==> config.mk <==
export PLATFORM = sky130hd
export DESIGN_NAME = rtc_alarm_counter
export DESIGN_NICKNAME = d
export VERILOG_FILES = /design/src/rtl/rtc_pkg.sv /design/src/rtl/rtc_sync_rise.sv /design/src/rtl/rtc_prescaler.sv /design/src/rtl/rtc_status_flags.sv /design/src/rtl/rtc_alarm_counter.sv
export SDC_FILE = /design/constraint.sdc
export NUM_CORES = 1
export LEC_CHECK = 0
export ABC_CLOCK_PERIOD_IN_PS = 5000
export BUFFER_PORTS_ARGS = -buffer_cell sky130_fd_sc_hd__buf_2
export CORE_UTILIZATION = 65
export CTS_CLUSTER_SIZE = 8
export DETAILED_ROUTE_END_ITERATION = 7
export GPL_TIMING_DRIVEN = 0
export PLACE_DENSITY = 0.85
export SLEW_MARGIN = 10
export SYNTH_ARGS = -nofsm -noshare
export SYNTH_HDL_FRONTEND = slang
export SYNTH_SLANG_ARGS = --single-unit
==> constraint.sdc <==
create_clock -name clk -period 5 [get_ports clk]
set_input_delay 0.25 -clock clk [delete_from_list [all_inputs] [get_ports clk]]
set_output_delay 0.25 -clock clk [all_outputs]
set_load 0.1 [all_outputs]
==> src/rtl/rtc_pkg.sv <==
package rtc_pkg;
  localparam int OFS_COUNT   = 'h00;
  localparam int OFS_CMP0    = 'h04;
  localparam int OFS_STATUS  = 'h08;
  localparam int OFS_DIVIDER = 'h0C;
  localparam int OFS_CMP1    = 'h18;
  localparam int OFS_CLKSEL  = 'h1C;
  localparam int OFS_SCRATCH = 'h40;

  localparam int ST_CMP0_FLAG = 0;
  localparam int ST_TICK_FLAG = 1;
  localparam int ST_CMP0_EN   = 2;
  localparam int ST_TICK_EN   = 3;
  localparam int ST_CMP1_FLAG = 4;
  localparam int ST_CMP1_EN   = 6;
  localparam int ST_W         = 7;

  localparam logic [1:0] CLKSEL_RUN = 2'd3;

  typedef struct packed {
    logic cmp1_en;
    logic cmp1_flag;
    logic tick_en;
    logic tick_flag;
    logic cmp0_en;
    logic cmp0_flag;
  } rtc_status_t;
endpackage

==> src/rtl/rtc_sync_rise.sv <==
module rtc_sync_rise #(
  parameter int STAGES = 2
) (
  input  logic clk,
  input  logic rst,
  input  logic async_i,
  output logic rise_o
);
  logic [STAGES:0] shreg;

  always_ff @(posedge clk) begin
    if (rst) shreg <= '0;
    else     shreg <= {shreg[STAGES-1:0], async_i};
  end

  assign rise_o = shreg[STAGES-1] & ~shreg[STAGES];
endmodule

==> src/rtl/rtc_prescaler.sv <==
module rtc_prescaler #(
  parameter int DIV_W = 16
) (
  input  logic             clk,
  input  logic             rst,
  input  logic             run_i,
  input  logic             edge_i,
  input  logic             clear_i,
  input  logic [DIV_W-1:0] div_i,
  output logic             tick_o
);
  localparam int PRE_W = DIV_W + 1;

  logic [PRE_W-1:0] pre_q;
  logic [PRE_W-1:0] limit;

  assign limit  = {div_i, 1'b1};
  assign tick_o = run_i && edge_i && !clear_i && (pre_q == limit);

  always_ff @(posedge clk) begin
    if (rst || clear_i) pre_q <= '0;
    else if (run_i && edge_i) begin
      if (pre_q == limit) pre_q <= '0;
      else                pre_q <= pre_q + PRE_W'(1);
    end
  end

  // after a tick the prescaler restarts its period
  a_r4_restart_after_tick: assert property (@(posedge clk) disable iff (rst)
    tick_o |=> (pre_q == '0));
endmodule

==> src/rtl/rtc_status_flags.sv <==
module rtc_status_flags
  import rtc_pkg::*;
(
  input  logic            clk,
  input  logic            rst,
  input  logic            wr_i,
  input  logic [ST_W-1:0] wdata_i,
  input  logic            tick_i,
  input  logic            hit0_i,
  input  logic            hit1_i,
  output rtc_status_t     st_o,
  output logic            irq_o
);
  rtc_status_t st_q;
  logic set0, set1;

  assign set0 = hit0_i & st_q.cmp0_en;
  assign set1 = hit1_i & st_q.cmp1_en;

  always_ff @(posedge clk) begin
    if (rst) begin
      st_q  <= '0;
      irq_o <= 1'b0;
    end else begin
      if (wr_i) begin
        st_q.cmp0_en <= wdata_i[ST_CMP0_EN];
        st_q.tick_en <= wdata_i[ST_TICK_EN];
        st_q.cmp1_en <= wdata_i[ST_CMP1_EN];
      end
      st_q.cmp0_flag <= set0   | (st_q.cmp0_flag & ~(wr_i & wdata_i[ST_CMP0_FLAG]));
      st_q.tick_flag <= tick_i | (st_q.tick_flag & ~(wr_i & wdata_i[ST_TICK_FLAG]));
      st_q.cmp1_flag <= set1   | (st_q.cmp1_flag & ~(wr_i & wdata_i[ST_CMP1_FLAG]));
      irq_o <= (st_q.cmp0_flag & st_q.cmp0_en) | (st_q.tick_flag & st_q.tick_en) |
               (st_q.cmp1_flag & st_q.cmp1_en);
    end
  end

  assign st_o = st_q;

  // a compare flag only rises while its enable was set
  a_r8_flag_needs_enable: assert property (@(posedge clk) disable iff (rst)
    $rose(st_q.cmp0_flag) |-> $past(st_q.cmp0_en));
  a_r8_flag1_needs_enable: assert property (@(posedge clk) disable iff (rst)
    $rose(st_q.cmp1_flag) |-> $past(st_q.cmp1_en));
  // a write of 1 clears the flag when no new event arrives
  a_r9_w1c_clears: assert property (@(posedge clk) disable iff (rst)
    (wr_i && wdata_i[ST_CMP0_FLAG] && !set0) |=> !st_q.cmp0_flag);
endmodule

==> src/rtl/rtc_alarm_counter.sv <==
module rtc_alarm_counter
  import rtc_pkg::*;
#(
  parameter int ADDR_W      = 7,
  parameter int DATA_W      = 32,
  parameter int DIV_W       = 16,
  parameter int DIV_RST     = 1023,
  parameter int SYNC_STAGES = 2
) (
  input  logic              clk,
  input  logic              rst,
  input  logic              slow_clk_i,
  input  logic [ADDR_W-1:0] bus_addr,
  input  logic [DATA_W-1:0] bus_wdata,
  input  logic              bus_we,
  output logic [DATA_W-1:0] bus_rdata,
  output logic              irq_o
);
  logic [DATA_W-1:0] cnt_q, cmp0_q, cmp1_q, scratch_q;
  logic [DIV_W-1:0]  div_q;
  logic [1:0]        clksel_q;
  logic              slow_rise, tick, clk_on;
  logic              wr_cnt, wr_st;
  logic [DATA_W-1:0] cnt_inc;
  rtc_status_t       st;

  assign wr_cnt  = bus_we && (bus_addr == ADDR_W'(OFS_COUNT));
  assign wr_st   = bus_we && (bus_addr == ADDR_W'(OFS_STATUS));
  assign clk_on  = (clksel_q == CLKSEL_RUN);
  assign cnt_inc = cnt_q + DATA_W'(1);

  rtc_sync_rise #(.STAGES(SYNC_STAGES)) sync_i (
    .clk(clk), .rst(rst), .async_i(slow_clk_i), .rise_o(slow_rise));

  rtc_prescaler #(.DIV_W(DIV_W)) pre_i (
    .clk(clk), .rst(rst), .run_i(clk_on), .edge_i(slow_rise),
    .clear_i(wr_cnt), .div_i(div_q), .tick_o(tick));

  rtc_status_flags stat_i (
    .clk(clk), .rst(rst), .wr_i(wr_st), .wdata_i(bus_wdata[ST_W-1:0]),
    .tick_i(tick), .hit0_i(tick && (cnt_inc == cmp0_q)),
    .hit1_i(tick && (cnt_inc == cmp1_q)), .st_o(st), .irq_o(irq_o));

  always_ff @(posedge clk) begin
    if (rst)         cnt_q <= '0;
    else if (wr_cnt) cnt_q <= bus_wdata;
    else if (tick)   cnt_q <= cnt_inc;
  end

  always_ff @(posedge clk) begin
    if (rst) begin
      cmp0_q   <= '0;
      cmp1_q   <= '0;
      div_q    <= DIV_W'(DIV_RST);
      clksel_q <= '0;
    end else if (bus_we) begin
      case (int'(bus_addr))
        OFS_CMP0:    cmp0_q   <= bus_wdata;
        OFS_CMP1:    cmp1_q   <= bus_wdata;
        OFS_DIVIDER: div_q    <= bus_wdata[DIV_W-1:0];
        OFS_CLKSEL:  clksel_q <= bus_wdata[1:0];
        default: ;
      endcase
    end
  end

  // Scratch is deliberately outside the reset so its contents survive it
  always_ff @(posedge clk) begin
    if (bus_we && (bus_addr == ADDR_W'(OFS_SCRATCH))) scratch_q <= bus_wdata;
  end

  always_ff @(posedge clk) begin
    if (rst) bus_rdata <= '0;
    else begin
      case (int'(bus_addr))
        OFS_COUNT:   bus_rdata <= cnt_q;
        OFS_CMP0:    bus_rdata <= cmp0_q;
        OFS_STATUS:  bus_rdata <= DATA_W'({st.cmp1_en, 1'b0, st.cmp1_flag, st.tick_en,
                                           st.cmp0_en, st.tick_flag, st.cmp0_flag});
        OFS_DIVIDER: bus_rdata <= DATA_W'(div_q);
        OFS_CMP1:    bus_rdata <= cmp1_q;
        OFS_CLKSEL:  bus_rdata <= DATA_W'(clksel_q);
        OFS_SCRATCH: bus_rdata <= scratch_q;
        default:     bus_rdata <= '0;
      endcase
    end
  end

  // a tick steps the counter by exactly one (modulo 2^32)
  a_r5_count_step: assert property (@(posedge clk) disable iff (rst)
    ($past(tick) && !$past(rst)) |-> (cnt_q == $past(cnt_q) + DATA_W'(1)));
  // with the clock deselected and no load, the counter holds
  a_r3_frozen_when_off: assert property (@(posedge clk) disable iff (rst)
    (!$past(rst) && !$past(clk_on) && !$past(wr_cnt)) |-> $stable(cnt_q));
endmodule

==> results.toml <==
[drt]
vias = 10100
vias_per_cell = 6.24
ant_nets = 0
wirelength_um = 34300
wl_per_cell_um = 21.2
first_pass_iters = 7
drt_iter0_drc = 1149
route.detailed.drc = 0

[synth]
synth_top_family_by_area = "simple AND/OR/NAND/NOR gates"
async_reset_ff_share_pct = 0
synthXorXnorAreaFrac_pct = 11.9
yosys.cell_types.count = 59
netlist_top_cells_area = "dfxtp_1, edfxtp_1, nand2_1"
synthSimpleGateAreaFrac_pct = 24.2
synth_compound_area_share_pct = 13.1
synth_cells = 1252
synth-seq-area-share_pct = 42.2
synth-adder-area-share_pct = 0.239
synth_top_flop_cell = "dfxtp_1"
muxShareOfSynthArea_pct = 3.94
yosysWarningCount = 0
syn_avg_cell_area_um2 = 8.36
synth_edf_count = 32
synth_top_area_share_pct = 33.1
syn_nets = 1297
ys_seq_elements = 205
yosys.area.top_type = "dfxtp_1"
syn_area_um2 = 10500

[sta]
slew_headroom_pct = 19.4
period_share_pct = 74.4
worst_slack_ns = 1.28
rsz0062_at_grt = "false"
fmax_ghz = 0.269
setup_viol = 0
setup_tns_ns = 0
hold_violations = 0
maxSlewViolCount = 0
worst_slew_pin_slew_ns = 1.20
period_needed_ns = 3.72
fin_skew_ns = 0.0169
holdWs_ns = 0.0154

[worst_setup_path]
endpoint_kind = "flop"
critPathKind = "reg -> reg"
path_max_fanout = 9
reg2reg_slack_ns = 1.28
rr_endpoint = "stat_i.st_o[0]"
critPathLaunchType = "flop"
crit_arrival_ns = 4.20
reg2reg_depth = 11
r2r_start = "cnt_q[1]"
crit_required_ns = 5.48

[placed_design]
gp_congestion = 1.03
port_buffers = 74
pre_cts_ws_ns = 1.39
dp.final_hpwl_um = 24000

[pwr]
finalPower_uw = 3600
p_seq_share_pct = 46.8
netSwitchingPower_uw = 806
p_sw_share_pct = 22.4
leakage_uw = 0.00432
power.internal_uw = 2790
clockPowerShare_pct = 49.3
ir_worst_vdd_v = 0.000269
comb_power_share_pct = 3.9
power_density_nw_per_um2 = 295

[clock_tree]
clock-sinks = 205
htreeDepth = 1
cts_buffer_depth = 3
holdBufCountCts = 27
cts_setup_buffers = 0
cts_tree = "built"
cts.repair.resized = 0
cts-root-buf = "clkbuf_16"
cts_made_buffers = 29
clk_latency_ns = 0.55
clk_pin_slew_ns = 0.06

[layout]
fillers = 1116
drive_gt1_share_pct = 11.0
final_nets = 1430
post-route-util_pct = 77.2
syn_to_final_growth_pct = 16.7
diodes = 0

[floorplan]
dieArea_um2 = 16600
core_um2 = 15800
io_pins = 76
die_x_um = 129
placementRows = 46
start_util_pct = 66.2
die_h_um = 129

[hold_path]
whs_path_depth = 1
min_from = "bus_wdata[2]"
min_to = "scratch_q[2]"
hold_class = "in -> reg"

[grt]
track_usage_pct = 41.7
grt_max_degree = 18
grt_pass1_vias = 9547
antenna_found_initial = 0
grt_pass1_wl_um = 52400
grt_overflow = 0

[status]
status = "finished, final reports clean"

[run]
cap_violations = 0
[worst max-delay path by stage]
| stage | startpoint | to | slack (ns) |
|---|---|---|---|
| floorplan | cnt_q[1] | stat_i.st_o[0] | 2.05 |
| global placement | bus_addr[2] | scratch_q[16] | 1.15 |
| detailed placement | cnt_q[1] | stat_i.st_o[0] | 1.39 |
| CTS | cnt_q[1] | stat_i.st_o[0] | 1.35 |
| global route | cnt_q[1] | stat_i.st_o[0] | 1.10 |
| finish | cnt_q[1] | stat_i.st_o[0] | 1.28 |
[flip-flops by register name, summed over array words and instances (netlist names)]
| register | flops |
|---|---|
| bus_rdata | 32 |
| clksel_q | 2 |
| cmp0_q | 32 |
| cmp1_q | 32 |
| cnt_q | 32 |
| div_q | 16 |
| pre_i.pre_q | 17 |
| scratch_q | 32 |
| stat_i.irq_o | 1 |
| stat_i.st_o | 6 |
| sync_i.shreg | 3 |
[cells by family after synthesis]
family                     count (synthesis)
buffers and inverters                    111
DFF                                      205
xor gates and xnor gates                 142
muxes                                     40
adders and majority gates                  2
and+or+nand+nor                          542
AOI/OAI and AO/OA                        210
[cell usage after synthesis, drive strengths merged, types with 2 or more instances]
cell type,n
a2111oi,4
a211oi,34
a21oi,89
a221oi,30
a222oi,6
a22oi,7
a31oi,4
a32o,2
and2,5
and3,12
buf,25
clkbuf,72
dfxtp,173
edfxtp,32
ha,2
inv,14
mux2,10
mux2i,30
nand2,231
nand2b,7
nand3,43
nand3b,2
nand4,28
nand4b,3
nor2,133
nor2b,17
nor3,22
nor3b,6
nor4,15
o2111ai,2
o21ai,19
o22ai,3
o31ai,4
or2,5
or3,2
or4,8
xnor2,82
xor2,60
[layer usage]
metal,global-route usage [%],share of wire (%),vias to the layer above
met5,0,0,-
met2,65.7,45,611
met4,24.6,5.7,0
li1,-,-,4615
met3,7.94,9.8,151
met1,53.3,40,4722
[power groups by stage]
stage	Clock [uW]	Sequential [uW]	Combinational, uW
after global placement	0	1720	115
after floorplan	0	1720	54.4
after detailed placement	0	1720	116
after global routing	1840	1680	146
final	1780	1680	140
after CTS	1760	1680	133
[area by class of cell]
class	count	area (um^2)	area share, %
plain buffers	97	405	3.32
clock buffers	47	793	6.49
clock inverters	2	13.8	0.113
inverters	14	52.6	0.430
multi-input cells	936	5590	45.8
flip-flops and latches	205	4420	36.2
well taps	216	270	2.21
repair buffers	102	668	5.47
[per-stage QoR]
stage | cells | area (um^2)
finish | 1619 | 12200
global route | 1619 | 12200
CTS | 1619 | 12200
detailed placement | 1543 | 11100
global placement | 1542 | 11100
floorplan | 1252 | 10500
[layout by cell type, fill, tap and decap left out, drive strengths merged, types with 7 or more instances in the layout]
cell,count
nand2,231
dfxtp,173
nor2,133
clkbuf,119
buf,100
a21oi,89
xnor2,82
xor2,60
nand3,43
a211oi,34
edfxtp,32
mux2i,30
a221oi,30
nand4,28
dlygate4sd3,27
nor3,22
o21ai,19
nor2b,17
nor4,15
inv,15
and3,12
mux2,10
or4,8
nand2b,7
a22oi,7
[worst max-delay path, stage by stage, from the launching register on]
cell and delay [ns]:
dfxtp_1 0.45, ha_1 0.19, buf_2 0.21, nand3_2 0.22
or4_1 0.51, buf_2 0.20, nor4b_4 0.55, nand3_2 0.17
xnor2_1 0.22, nand4_1 0.15, or4_1 0.61, o21ai_1 0.17
No activity file was read; power rests on OpenSTA's default activity.
